### src/rtl/btb_pkg.sv
package btb_pkg;

   localparam int OPC_W = 8;

   typedef enum logic [1:0] {
      K_NONE   = 2'd0,
      K_BR_CLR = 2'd1,
      K_BR_SET = 2'd2,
      K_BSET   = 2'd3
   } kind_t;

   typedef enum logic [1:0] {
      M_DIR = 2'd0,
      M_EXT = 2'd1,
      M_IDX = 2'd2
   } amode_t;

   typedef struct packed {
      kind_t  kind;
      amode_t mode;
   } dec_t;

endpackage

### src/rtl/btb_decode.sv
module btb_decode
   import btb_pkg::*;
(
   input  logic [OPC_W-1:0] opcode,
   output dec_t             dec
);

   logic [3:0] hi_nib;
   logic [3:0] lo_nib;
   logic       mode_ok;

   assign hi_nib = opcode[OPC_W-1 -: 4];
   assign lo_nib = opcode[3:0];

   always_comb begin
      dec.mode = M_DIR;
      mode_ok  = 1'b1;
      unique case (hi_nib)
         4'h4:    dec.mode = M_DIR;
         4'h1:    dec.mode = M_EXT;
         4'h0:    dec.mode = M_IDX;
         default: mode_ok  = 1'b0;
      endcase
   end

   always_comb begin
      dec.kind = K_NONE;
      if (mode_ok) begin
         case (lo_nib)
            4'hF:    dec.kind = K_BR_CLR;
            4'hE:    dec.kind = K_BR_SET;
            4'hC:    dec.kind = K_BSET;
            default: dec.kind = K_NONE;
         endcase
      end
   end

endmodule

### src/rtl/btb_bit_eval.sv
module btb_bit_eval
   import btb_pkg::*;
#(
   parameter int DW = 8
)(
   input  kind_t          kind,
   input  logic [DW-1:0]  operand,
   input  logic [DW-1:0]  mask,
   output logic           cond,
   output logic [DW-1:0]  wdata
);

   logic          want_ones;
   logic [DW-1:0] miss;

   assign want_ones = (kind == K_BR_SET);

   for (genvar b = 0; b < DW; b++) begin : g_bit
      logic seen;
      assign seen     = want_ones ? ~operand[b] : operand[b];
      assign miss[b]  = seen & mask[b];
      assign wdata[b] = operand[b] | mask[b];
   end

   assign cond = ~|miss;

endmodule

### src/rtl/btb_target.sv
module btb_target #(
   parameter int PC_W   = 16,
   parameter int DISP_W = 8,
   parameter int LEN_W  = 3
)(
   input  logic [PC_W-1:0]   pc,
   input  logic [LEN_W-1:0]  len,
   input  logic [DISP_W-1:0] disp,
   output logic [PC_W-1:0]   seq_pc,
   output logic [PC_W-1:0]   jump_pc
);

   localparam int LEN_PAD = PC_W - LEN_W;

   logic [PC_W-1:0] disp_x;

   if (DISP_W == PC_W) begin : g_full_disp
      assign disp_x = disp;
   end else begin : g_sext_disp
      localparam int EXT = PC_W - DISP_W;
      assign disp_x = {{EXT{disp[DISP_W-1]}}, disp};
   end

   assign seq_pc  = pc + {{LEN_PAD{1'b0}}, len};
   assign jump_pc = seq_pc + disp_x;

endmodule

### src/rtl/btb_cycles.sv
module btb_cycles
   import btb_pkg::*;
#(
   parameter int LEN_W = 3,
   parameter int CYC_W = 3
)(
   input  dec_t              dec,
   input  logic [LEN_W-1:0]  len,
   output logic [CYC_W-1:0]  cycles
);

   localparam logic [CYC_W-1:0] C4 = CYC_W'(4);
   localparam logic [CYC_W-1:0] C5 = CYC_W'(5);
   localparam logic [CYC_W-1:0] C6 = CYC_W'(6);
   localparam logic [LEN_W-1:0] L4 = LEN_W'(4);
   localparam logic [LEN_W-1:0] L6 = LEN_W'(6);

   logic [CYC_W-1:0] idx_br;

   always_comb begin
      if (len <= L4)      idx_br = C4;
      else if (len >= L6) idx_br = C6;
      else                idx_br = C5;
   end

   always_comb begin
      cycles = C4;
      if (dec.kind == K_BSET) begin
         if (dec.mode == M_IDX && len >= L6) cycles = C6;
      end else begin
         case (dec.mode)
            M_EXT:   cycles = C5;
            M_IDX:   cycles = idx_br;
            default: cycles = C4;
         endcase
      end
   end

endmodule

### src/rtl/btb_unit.sv
module btb_unit
   import btb_pkg::*;
#(
   parameter int DW     = 8,
   parameter int PC_W   = 16,
   parameter int DISP_W = 8,
   parameter int LEN_W  = 3,
   parameter int CYC_W  = 3
)(
   input  logic              clk,
   input  logic              rst_n,
   input  logic              in_valid,
   input  logic [7:0]        in_opcode,
   input  logic [DW-1:0]     in_operand,
   input  logic [DW-1:0]     in_mask,
   input  logic [DISP_W-1:0] in_disp,
   input  logic [PC_W-1:0]   in_pc,
   input  logic [LEN_W-1:0]  in_len,
   output logic              out_valid,
   output logic              out_taken,
   output logic [PC_W-1:0]   out_next_pc,
   output logic [DW-1:0]     out_wr_data,
   output logic              out_wr_en,
   output logic [CYC_W-1:0]  out_cycles
);

   initial begin
      assert (DW >= 1) else $error("operand width must be positive");
      assert (DISP_W <= PC_W) else $error("displacement wider than PC");
      assert (LEN_W < PC_W) else $error("length field too wide");
      assert (LEN_W >= 3) else $error("length field cannot hold 6");
      assert (CYC_W >= 3) else $error("cycle field cannot hold 6");
   end

   dec_t             dec;
   logic             cond;
   logic [DW-1:0]    set_data;
   logic [PC_W-1:0]  seq_pc;
   logic [PC_W-1:0]  jump_pc;
   logic [CYC_W-1:0] cyc;
   logic             fire;
   logic             is_bset;
   logic             take_now;

   btb_decode u_decode (
      .opcode (in_opcode),
      .dec    (dec)
   );

   btb_bit_eval #(.DW(DW)) u_eval (
      .kind    (dec.kind),
      .operand (in_operand),
      .mask    (in_mask),
      .cond    (cond),
      .wdata   (set_data)
   );

   btb_target #(.PC_W(PC_W), .DISP_W(DISP_W), .LEN_W(LEN_W)) u_target (
      .pc      (in_pc),
      .len     (in_len),
      .disp    (in_disp),
      .seq_pc  (seq_pc),
      .jump_pc (jump_pc)
   );

   btb_cycles #(.LEN_W(LEN_W), .CYC_W(CYC_W)) u_cycles (
      .dec    (dec),
      .len    (in_len),
      .cycles (cyc)
   );

   assign fire     = in_valid && (dec.kind != K_NONE);
   assign is_bset  = (dec.kind == K_BSET);
   assign take_now = !is_bset && cond;

   always_ff @(posedge clk) begin
      if (!rst_n) begin
         out_valid   <= 1'b0;
         out_taken   <= 1'b0;
         out_next_pc <= '0;
         out_wr_data <= '0;
         out_wr_en   <= 1'b0;
         out_cycles  <= '0;
      end else begin
         out_valid <= fire;
         out_wr_en <= fire && is_bset;
         if (fire) begin
            out_taken   <= take_now;
            out_next_pc <= take_now ? jump_pc : seq_pc;
            out_wr_data <= is_bset ? set_data : '0;
            out_cycles  <= cyc;
         end
      end
   end

   // no accepted input, no result
   a_r9_idle_no_result: assert property (@(posedge clk) disable iff (!rst_n)
      !in_valid |=> !out_valid && !out_wr_en);

   // the write strobe only with a valid, untaken result
   a_r5_wr_with_result: assert property (@(posedge clk) disable iff (!rst_n)
      out_wr_en |-> out_valid && !out_taken);

   // direct branch-on-clear decision
   a_r2_clear_direct: assert property (@(posedge clk) disable iff (!rst_n)
      (in_valid && in_opcode == 8'h4F) |=>
         out_taken == (($past(in_operand) & $past(in_mask)) == '0));

   // direct branch-on-set decision
   a_r3_set_direct: assert property (@(posedge clk) disable iff (!rst_n)
      (in_valid && in_opcode == 8'h4E) |=>
         out_taken == ((~$past(in_operand) & $past(in_mask)) == '0));

   // fall-through address
   a_r4_fall_through: assert property (@(posedge clk) disable iff (!rst_n)
      in_valid |=> (!out_valid || out_taken ||
         out_next_pc == $past(in_pc) + PC_W'($past(in_len))));

   // cycle cost stays within 4..6
   a_r7_cycle_range: assert property (@(posedge clk) disable iff (!rst_n)
      out_valid |-> (out_cycles >= CYC_W'(4) && out_cycles <= CYC_W'(6)));

   // results hold while no new one arrives
   a_r10_hold: assert property (@(posedge clk) disable iff (!rst_n)
      !out_valid && $past(rst_n) |-> $stable(out_next_pc) && $stable(out_cycles));

endmodule

### config.mk
export PLATFORM = sky130hd
export DESIGN_NAME = btb_unit
export DESIGN_NICKNAME = d
export VERILOG_FILES = /design/src/rtl/btb_pkg.sv /design/src/rtl/btb_decode.sv /design/src/rtl/btb_bit_eval.sv /design/src/rtl/btb_target.sv /design/src/rtl/btb_cycles.sv /design/src/rtl/btb_unit.sv
export SDC_FILE = /design/constraint.sdc
export NUM_CORES = 1
export LEC_CHECK = 0
export BUFFER_PORTS_ARGS = -buffer_cell sky130_fd_sc_hd__buf_2
export CAP_MARGIN = 30
export CORE_MARGIN = 3
export CORE_UTILIZATION = 45
export CTS_BUF_LIST = sky130_fd_sc_hd__clkbuf_2 sky130_fd_sc_hd__clkbuf_4 sky130_fd_sc_hd__clkbuf_8
export DETAILED_ROUTE_END_ITERATION = 6
export PLACE_DENSITY_LB_ADDON = 0.1
export SYNTH_ARGS = -nofsm -noshare
export SYNTH_HDL_FRONTEND = slang
export SYNTH_SLANG_ARGS = --single-unit
### constraint.sdc
create_clock -name clk -period 3.4 [get_ports clk]
set_input_delay 0.51 -clock clk [delete_from_list [all_inputs] [get_ports clk]]
set_output_delay 0.51 -clock clk [all_outputs]
set_load 0.02 [all_outputs]
==> impl_metrics.yaml, run 1 <==
floorplan:
  die_w_um: 80.7
  die_area_um2: 6520
  initial_core_util: 0.480
  core_um2: 5240
  rows: 26
  pin_count: 84
  chipHeight_um: 80.7
clock_network:
  numCtsBuffers: 5
  cts_tree: "done"
  cts_sinks: 30
  h-tree-depth: 2
  path_clk_slew_ns: 0.07
  clockRootBuffer: "clkbuf_8"
  clk_latency_ns: 0.28
  cts_max_path_buffers: 2
  post-cts-setup-buffer-count: 0
critical_path:
  cp.arrival_ns: 3.37
  critPathLaunchType: "input port"
  cp_max_fo: 4
  worstPathRequired_ns: 3.58
  end_kind: "flop"
  crit_type: "input port to flop"
outcome:
  outcome: "complete, no violations"
cells_and_area:
  fin_util: 0.638
  layout_commonest_cell: "buf_2"
  fillers: 500
  area_delta_synth_final_pct: 32.9
  stdcell_count: 479
  fin_area_um2: 3340
  finalNetCount: 485
  drive_above_1_share: 0.347
  mostFrequentLayoutCells: "83 x buf_2, 30 x nand2_1, 30 x dfxtp_1"
  diodes: 0
sta:
  hold_viol_final: 0
  fin_crit_sh: 0.939
  setup_slack_ns: 0.209
  worst_pin_slew_ns: 0.596
  final-setup-viol-count: 0
  fin_skew_ns: 0
  max_freq_mhz: 313
  slew_headroom: 0.599
  drv_slew: 0
  min_period_ns: 3.19
yosys:
  netlist_instances: 295
  synth-xor-area-share: 0.101
  async_reset_ff_frac: 0
  synth-compound-area-share: 0.248
  ys_seq_area_frac: 0.239
  synth_flop_cell: "dfxtp_1"
  syn-mean-instance-area_um2: 8.52
  synth_top_family_by_area: "compound AO/OA/AOI/OAI gates"
  yosys.area_share.simple: 0.196
  ys_ff_latch: 30
  ys_warn_count: 0
  synth_edf_count: 0
  syn_area_um2: 2510
  synth_cell_types: 54
  synth-adder-area-share: 0.121
  ys_top_cells_by_area: "dfxtp_1 24%, ha_1 10%, mux2i_1 6.8%"
  synth_top_area_frac: 0.239
  yosysTopAreaCell: "dfxtp_1"
  syn_nets: 372
  synthMuxAreaShare: 0.0677
placement:
  dp.cells: 471
  place_ws_ns: -0.205
  dpl_cell_area_um2: 3200
  gp_congestion: 0.867
  io_buffers: 83
  hpwlAfterDp_mm: 5.49
routing:
  wl_met3_um: 386
  via_per_inst: 5.35
  dr.pass1.iters: 4
  m1WireLength_mm: 2.97
  wl_met2_mm: 3.42
  drc: 0
  wl_mm: 6.86
  ant_nets: 0
  routed.top_layer: "met4"
  first_iter_violations: 51
  wire_per_inst_um: 14.3
  vias: 2563
global_routing:
  grt_max_degree: 19
  grt_usage: 0.215
  grt_pass1_vias: 2501
  grt_overflow: 0
  antenna_found_initial: 0
  grt_pass1_wl_mm: 11.1
power:
  power_density_nw_per_um2: 320
  vdd.ir_drop.worst_v: 0.000178
  power_leakage_nw: 1.55
  fin_total_pwr_mw: 1.07
run:
  max_cap_violations: 0
worst_hold_path:
  hold_class: "flop to flop"
timing repair:
item / CTS / global route
resized for setup: 0 / 9
setup endpoints to repair: 0 / 4
hold buffers: 0 / 0
logic make-up after synthesis:
| group | Yosys count |
|---|---|
| AO/OA/AOI/OAI | 93 |
| AND/OR/NAND/NOR | 89 |
| flip-flops | 30 |
| XOR/XNOR | 29 |
| adder cells (fa/ha/maj) | 23 |
| multiplexers | 17 |
| buffers and inverters | 14 |
stage by stage:
step | hold WS (ns) | TNS, ns
floorplan | 0.535 | 0
global placement | 0.429 | -0.305
detailed placement | 0.442 | -0.446
CTS | 0.459 | 0
global route | 0.492 | -0.00646
finish | 0.451 | 0
cell usage after synthesis, types with 7 or more instances:
| cell type | n |
|---|---|
| mux2i_1 | 17 |
| nand2_1 | 30 |
| o21ai_0 | 29 |
| xnor2_1 | 16 |
| nor2b_1 | 10 |
| inv_1 | 9 |
| dfxtp_1 | 30 |
| ha_1 | 21 |
| nand3_1 | 7 |
| nor2_1 | 16 |
| xor2_1 | 13 |
| a21oi_1 | 23 |
layer usage:
layer / global-route usage / vias to the layer above
li1: - / 1315
met3: 0.0471 / 8
met2: 0.382 / 61
met5: 0 / -
met4: 0.0659 / 0
met1: 0.257 / 1179
path summary, 6_finish.rpt:
| path | startpoint | end | slack (ns) | cells after the start |
|---|---|---|---|---|
| worst max register to register | out_cycles[1]$_SDFFE_PN0P_ | out_cycles[1]$_SDFFE_PN0P_ | 2.70 | 3 |
| worst min-delay path | out_wr_data[3]$_SDFFE_PN0P_ | out_wr_data[3]$_SDFFE_PN0P_ | 0.45 | 2 |
| worst max-delay path | in_pc[2] | out_next_pc[15]$_SDFFE_PN0P_ | 0.21 | 15 |
| worst min register to register | out_wr_data[3]$_SDFFE_PN0P_ | out_wr_data[3]$_SDFFE_PN0P_ | 0.45 | 2 |
where the power goes:
| part | internal [mW] | switching [mW] |
|---|---|---|
| registers | 0.354 | 0.00139 |
| clock network | 0.163 | 0.146 |
| logic | 0.197 | 0.208 |
| total | 0.714 | 0.355 |
cell type report:
cell class                      instances  area, µm²  area share
Timing Repair Buffer                  111        626       0.187
Clock inverter                          2       12.5     0.00375
Tap cell                               70       87.6      0.0262
Inverter                                9       33.8      0.0101
Multi-Input combinational cell        251       1900       0.568
Clock buffer                            6       82.6      0.0247
Sequential cell                        30        601       0.180
registers in the layout, indices dropped and copies added, names as in the netlist:
register	cells
out_next_pc	16
out_cycles	3
out_valid	1
out_taken	1
out_wr_en	1
out_wr_data	8
worst max-delay path: stages:
cell and delay, ns:
buf_2 0.10, ha_1 0.33, a21oi_1 0.22, and2_4 0.20, nor2_1 0.06, and3_1 0.21, xor2_2 0.17, ha_1 0.34
nand2_1 0.09, o211ai_1 0.25, a31oi_2 0.16, o311ai_2 0.09, o211ai_1 0.16, a21o_2 0.24, a32o_1 0.23
(Power assumes the default switching activity.)
==> run 2: changes to the inputs <==
==> constraint.sdc (replaced) <==
create_clock -name clk -period 3.4 [get_ports clk]
set_input_delay 0.34 -clock clk [delete_from_list [all_inputs] [get_ports clk]]
set_output_delay 0.34 -clock clk [all_outputs]
set_load 0.02 [all_outputs]
==> impl_metrics.yaml, run 2 (same netlist as run 1, synthesis figures left out) <==
routing:
  via_per_inst: 5.38
  ant_nets: 0
  first_iter_violations: 78
  dr.pass1.iters: 4
  drc: 0
  vias: 2493
  wl_mm: 6.58
  wire_per_inst_um: 14.2
critical_path:
  cpMaxStageDelayCell: "fa_1"
  cp_max_fo: 4
  r2r_start: "out_cycles[1]$_SDFFE_PN0P_"
  critPathMaxStageDelay_ns: 0.41
  crit_chain: "buf_2 -> ha_1 -> fa_1 -> a21o_1 -> nor2b_1 -> nand2_1 -> xnor2_1 -> ha_1 -> a21oi_1 -> o211ai_1 -> a31oi_1 -> o311ai_0 -> o211ai_1 -> nand3_1 -> a32o_1"
  r2r_cells: 3
  cp.arrival_ns: 3.29
  end_kind: "flop"
  crit_type: "input port to flop"
  crit_start: "in_pc[0]"
  critPathLaunchType: "input port"
  crit_end: "out_next_pc[15]$_SDFFE_PN0P_"
  reg2reg_slack_ns: 2.71
  worstPathRequired_ns: 3.57
  r2r_end: "out_cycles[1]$_SDFFE_PN0P_"
clock_network:
  path_clk_slew_ns: 0.06
  clk_latency_ns: 0.28
  h-tree-depth: 2
  post-cts-setup-buffer-count: 0
  numCtsBuffers: 5
  cts_max_path_buffers: 2
  clockRootBuffer: "clkbuf_8"
  cts_sinks: 30
  cts_resized: 0
  cts_tree: "done"
  cts_hold_buf: 0
floorplan:
  core_um2: 5240
  die_w_um: 80.7
  pin_count: 84
  die_area_um2: 6520
  rows: 26
  initial_core_util: 0.480
  chipHeight_um: 80.7
placement:
  place_ws_ns: -0.0114
  gp_congestion: 0.915
  io_buffers: 83
  dp.cells: 456
  hpwlAfterDp_mm: 5.31
power:
  vdd.ir_drop.worst_v: 0.000181
  power_leakage_nw: 1.47
  power_density_nw_per_um2: 313
sta:
  drv_slew: 0
  rsz0062_at_grt: "false"
  worst_pin_slew_ns: 0.604
  fin_crit_sh: 0.917
  final-setup-viol-count: 0
  hold_viol_final: 0
  max_freq_mhz: 321
  min_period_ns: 3.12
  fin_skew_ns: 0
  slew_headroom: 0.597
  setup_slack_ns: 0.281
cells_and_area:
  finalNetCount: 470
  drive_above_1_share: 0.300
  diodes: 0
  area_delta_synth_final_pct: 26.2
  largest_reg_flops: 16
  reg_top3: "out_next_pc: 16 flops, out_wr_data: 8 flops, out_cycles: 3 flops"
  regMostFlops: "out_next_pc"
  fillers: 499
  mostFrequentLayoutCells: "83 x buf_2, 30 x nand2_1, 30 x dfxtp_1"
  stdcell_count: 463
  layout_commonest_cell: "buf_2"
global_routing:
  grt_pass1_wl_mm: 10.5
  antenna_found_initial: 0
  grt_pass1_vias: 2287
  grt_usage: 0.206
  grt_overflow: 0
  grt_max_degree: 19
run:
  max_cap_violations: 0
worst_hold_path:
  hold_class: "input port to flop"
outcome:
  outcome: "complete, no violations"
run 2: cell types whose count changed in the layout (fill, tap and decap cells not counted), sizes merged:
cell,previous run,this run
clkinvlp,1,0
buf,111,96
clkbuf,6,5
clkinv,1,2
run 2: routing by layer:
metal / vias to the layer above / GRT usage / routed length [µm]
met5: - / 0 / 0
met4: 0 / 0.0591 / 95
met3: 9 / 0.0404 / 400
met2: 70 / 0.353 / 3120
met1: 1132 / 0.260 / 2970
li1: 1282 / - / -
run 2: stage by stage:
stage	cell area [µm²]	setup TNS [ns]	hold WS (ns)	power, mW	utilization
floorplan	2510	0	0.468	0.607	-
global placement	3080	0	0.429	0.720	0.588
detailed placement	3090	-0.0114	0.439	0.726	0.591
CTS	3170	0	0.338	1.00	0.606
global route	3170	0	0.345	1.06	0.606
finish	3170	0	0.337	0.992	0.606
run 2: worst min-delay path by stage:
stage                                      from  depth (start not counted)  slack, ns                           to
finish                               in_mask[0]                          3       0.34  out_wr_data[0]$_SDFFE_PN0P_
global route                      in_operand[2]                          3       0.35  out_wr_data[2]$_SDFFE_PN0P_
CTS                                  in_mask[3]                          3       0.34  out_wr_data[3]$_SDFFE_PN0P_
detailed placement  out_wr_data[3]$_SDFFE_PN0P_                          2       0.44  out_wr_data[3]$_SDFFE_PN0P_
global placement    out_wr_data[1]$_SDFFE_PN0P_                          2       0.43  out_wr_data[1]$_SDFFE_PN0P_
floorplan                                 rst_n                          1       0.47   out_cycles[0]$_SDFFE_PN0P_
run 2: layout make-up:
type / instances / area (µm²) / area share
inverters: 9 / 33.8 / 0.0107
well taps: 70 / 87.6 / 0.0276
flip-flops and latches: 30 / 601 / 0.189
repair buffers: 96 / 517 / 0.163
clock buffers: 5 / 68.8 / 0.0217
multi-input cells: 251 / 1850 / 0.585
clock inverters: 2 / 10.0 / 0.00316
run 2: power by group:
group / internal (mW) / switching, mW / total (mW) / leakage [nW]
registers: 0.355 / 0.00141 / 0.356 / 0.242
logic: 0.168 / 0.197 / 0.364 / 1.19
clock network: 0.137 / 0.135 / 0.272 / 0.0438
run 2: critical path, delay by kind of cell:
family	cells	cell delay (ns)
AOI/OAI and AO/OA	7	1.47
adders and majority gates	3	0.92
xor gates and xnor gates	1	0.14
buffers and inverters	1	0.10
and+or+nand+nor	3	0.33
==> run 3: changes to the inputs <==
--- a/config.mk
+++ b/config.mk
@@ -14,4 +14,5 @@
 export PLACE_DENSITY_LB_ADDON = 0.1
 export SYNTH_ARGS = -nofsm -noshare
 export SYNTH_HDL_FRONTEND = slang
+export SYNTH_HIERARCHICAL = 1
 export SYNTH_SLANG_ARGS = --single-unit
==> impl_metrics.yaml, run 3 <==
outcome:
  outcome: "complete, no violations"
yosys:
  syn-mean-instance-area_um2: 7.98
  yosysTopAreaCell: "dfxtp_1"
  async_reset_ff_frac: 0
  ys_ff_latch: 30
  synth_most_common_cell: "a21oi_1"
  synth_cell_types: 54
  synthTopCellsByCount: "48 x a21oi_1, 37 x nand2_1, 30 x dfxtp_1"
  ys_warn_count: 6
  netlist_instances: 315
  synth_top_area_frac: 0.239
  synth_edf_count: 0
  syn_nets: 391
  syn_area_um2: 2510
  synth_flop_cell: "dfxtp_1"
  ys_seq_area_frac: 0.239
  ys_top_cells_by_area: "dfxtp_1 24%, ha_1 10%, a21oi_1 9.6%"
clock_network:
  clk_latency_ns: 0.28
  post-cts-setup-buffer-count: 0
  h-tree-depth: 2
  clockRootBuffer: "clkbuf_8"
  numCtsBuffers: 5
  cts_resized: 0
  cts_sinks: 30
  cts_tree: "done"
  path_clk_slew_ns: 0.07
  cts_max_path_buffers: 2
  cts_hold_buf: 0
sta:
  worst_pin_slew_ns: 0.695
  fin_crit_sh: 0.937
  setup_slack_ns: 0.216
  max_freq_mhz: 314
  rsz0062_at_grt: "false"
  drv_slew: 0
  slew_headroom: 0.537
  fin_skew_ns: 0
  min_period_ns: 3.18
  finalSetupTns_ns: 0
  hold_viol_final: 0
  final-setup-viol-count: 0
power:
  power_leakage_nw: 1.46
  vdd.ir_drop.worst_v: 0.000142
  power_density_nw_per_um2: 327
worst_hold_path:
  worstHoldEndpoint: "out_next_pc[15]$_SDFFE_PN0P_"
  min_path_cells: 4
  hold_class: "input port to flop"
  holdCritStartpoint: "in_pc[15]"
placement:
  place_ws_ns: -0.0490
  gp_congestion: 0.882
  io_buffers: 83
  dpl_cell_area_um2: 2970
  hpwlAfterDp_mm: 5.18
cells_and_area:
  multiInputGateArea_um2: 1790
  register_area_um2: 601
  reg_top3: "out_next_pc: 16 flops, out_wr_data: 8 flops, out_cycles: 3 flops"
  area_delta_synth_final_pct: 21.9
  finalNetCount: 473
  drive_above_1_share: 0.299
  diodes: 0
  regMostFlops: "out_next_pc"
  layout_commonest_cell: "buf_2"
  mostFrequentLayoutCells: "83 x buf_2, 48 x a21oi_1, 37 x nand2_1"
  fillers: 527
  largest_reg_flops: 16
  fin_area_um2: 3070
global_routing:
  grt_max_degree: 24
  grt_pass1_vias: 2244
  grt_overflow: 0
  grt_usage: 0.205
  grt_pass1_wl_mm: 10.4
  antenna_found_initial: 0
routing:
  vias: 2500
  drc: 0
  dr.pass1.iters: 4
  wire_per_inst_um: 14.0
  wl_mm: 6.56
  ant_nets: 0
  first_iter_violations: 70
  via_per_inst: 5.34
floorplan:
  rows: 26
  initial_core_util: 0.477
  core_um2: 5270
  pin_count: 84
  chipHeight_um: 80.8
  die_area_um2: 6520
  die_w_um: 80.8
critical_path:
  worstPathRequired_ns: 3.62
  crit_chain: "buf_2 -> ha_1 -> fa_1 -> a21oi_1 -> nor3b_2 -> nand2_1 -> nor2_1 -> xor2_1 -> ha_1 -> a21oi_1 -> o21ai_0 -> a21oi_1 -> a21bo_1 -> a221oi_2 -> xnor2_1 -> a21oi_1 -> a21oi_1"
  cpMaxStageDelayCell: "fa_1"
  r2r_end: "out_next_pc[15]$_SDFFE_PN0P_"
  r2r_start: "out_next_pc[15]$_SDFFE_PN0P_"
  cp_max_fo: 7
  end_kind: "flop"
  crit_type: "input port to flop"
  r2r_cells: 2
  reg2reg_slack_ns: 2.74
  critPathMaxStageDelay_ns: 0.41
  crit_top_cell: "a21oi_1"
  critPathLaunchType: "input port"
  cp.arrival_ns: 3.40
run:
  max_cap_violations: 0
-- run 3: cell types whose count changed after synthesis, sizes merged, moves of 5 or more --
cell,before,now
mux2i,17,0
a21boi,0,5
nor2b,10,2
a22o,2,9
a21oi,23,51
or2,0,8
nand2,32,38
buf,2,12
nor2,17,9
o21ai,30,23
o211ai,6,0
-- run 3: worst max path at each step --
stage               cells after the start                      endpoint  slack [ns]     start
floorplan                              16  out_next_pc[15]$_SDFFE_PN0P_        0.37  in_pc[0]
global placement                       14  out_next_pc[10]$_SDFFE_PN0P_        0.05  in_pc[0]
detailed placement                     17  out_next_pc[15]$_SDFFE_PN0P_       -0.05  in_pc[0]
CTS                                    17  out_next_pc[15]$_SDFFE_PN0P_        0.25  in_pc[0]
global route                           17  out_next_pc[15]$_SDFFE_PN0P_        0.05  in_pc[0]
finish                                 17  out_next_pc[15]$_SDFFE_PN0P_        0.22  in_pc[0]
-- run 3: per-layer routing --
metal  up-vias  routed length, µm  track usage
met2        70               2860        0.316
met5         -                  0            0
met1      1123               3190        0.288
li1       1302                  -            -
met4         0                 49       0.0456
met3         5                459       0.0521
-- run 3: logic make-up after synthesis --
family                     after synthesis  share of synthesized area
other                                    1                    0.00149
xor gates and xnor gates                32                      0.111
buffers and inverters                   24                     0.0512
DFF                                     30                      0.239
AOI/OAI and AO/OA                      116                      0.293
and+or+nand+nor                         90                      0.189
adders and majority gates               22                      0.115
-- run 3: layout make-up --
class / count / share of cell area
multi-input cells: 261 / 0.582
flip-flops and latches: 30 / 0.196
repair buffers: 89 / 0.150
well taps: 70 / 0.0286
clock buffers: 6 / 0.0269
inverters: 10 / 0.0122
clock inverters: 2 / 0.00408
-- run 3: power breakdown --
group          switching, mW  leakage (nW)  internal (mW)  total (mW)
Clock                  0.144        0.0472          0.163       0.306
Combinational          0.190          1.17          0.151       0.340
Sequential           0.00187         0.242          0.356       0.358
Total                  0.335          1.46          0.669        1.00
-- run 3: critical path, delay by kind of cell --
family | cells | cell delay (ns)
buf+inv | 1 | 0.10
compound gates | 8 | 1.38
fa+ha+maj | 3 | 0.98
simple gates | 3 | 0.28
xor+xnor | 2 | 0.33
-- run 3: per-stage QoR --
step / hold WS (ns) / utilization / total power [mW] / cells
global route: 0.365 / 0.582 / 1.07 / 468
CTS: 0.362 / 0.582 / 1.02 / 468
floorplan: 0.494 / - / 0.608 / 315
finish: 0.374 / 0.582 / 1.00 / 468
global placement: 0.442 / 0.564 / 0.702 / 460
detailed placement: 0.453 / 0.564 / 0.703 / 460
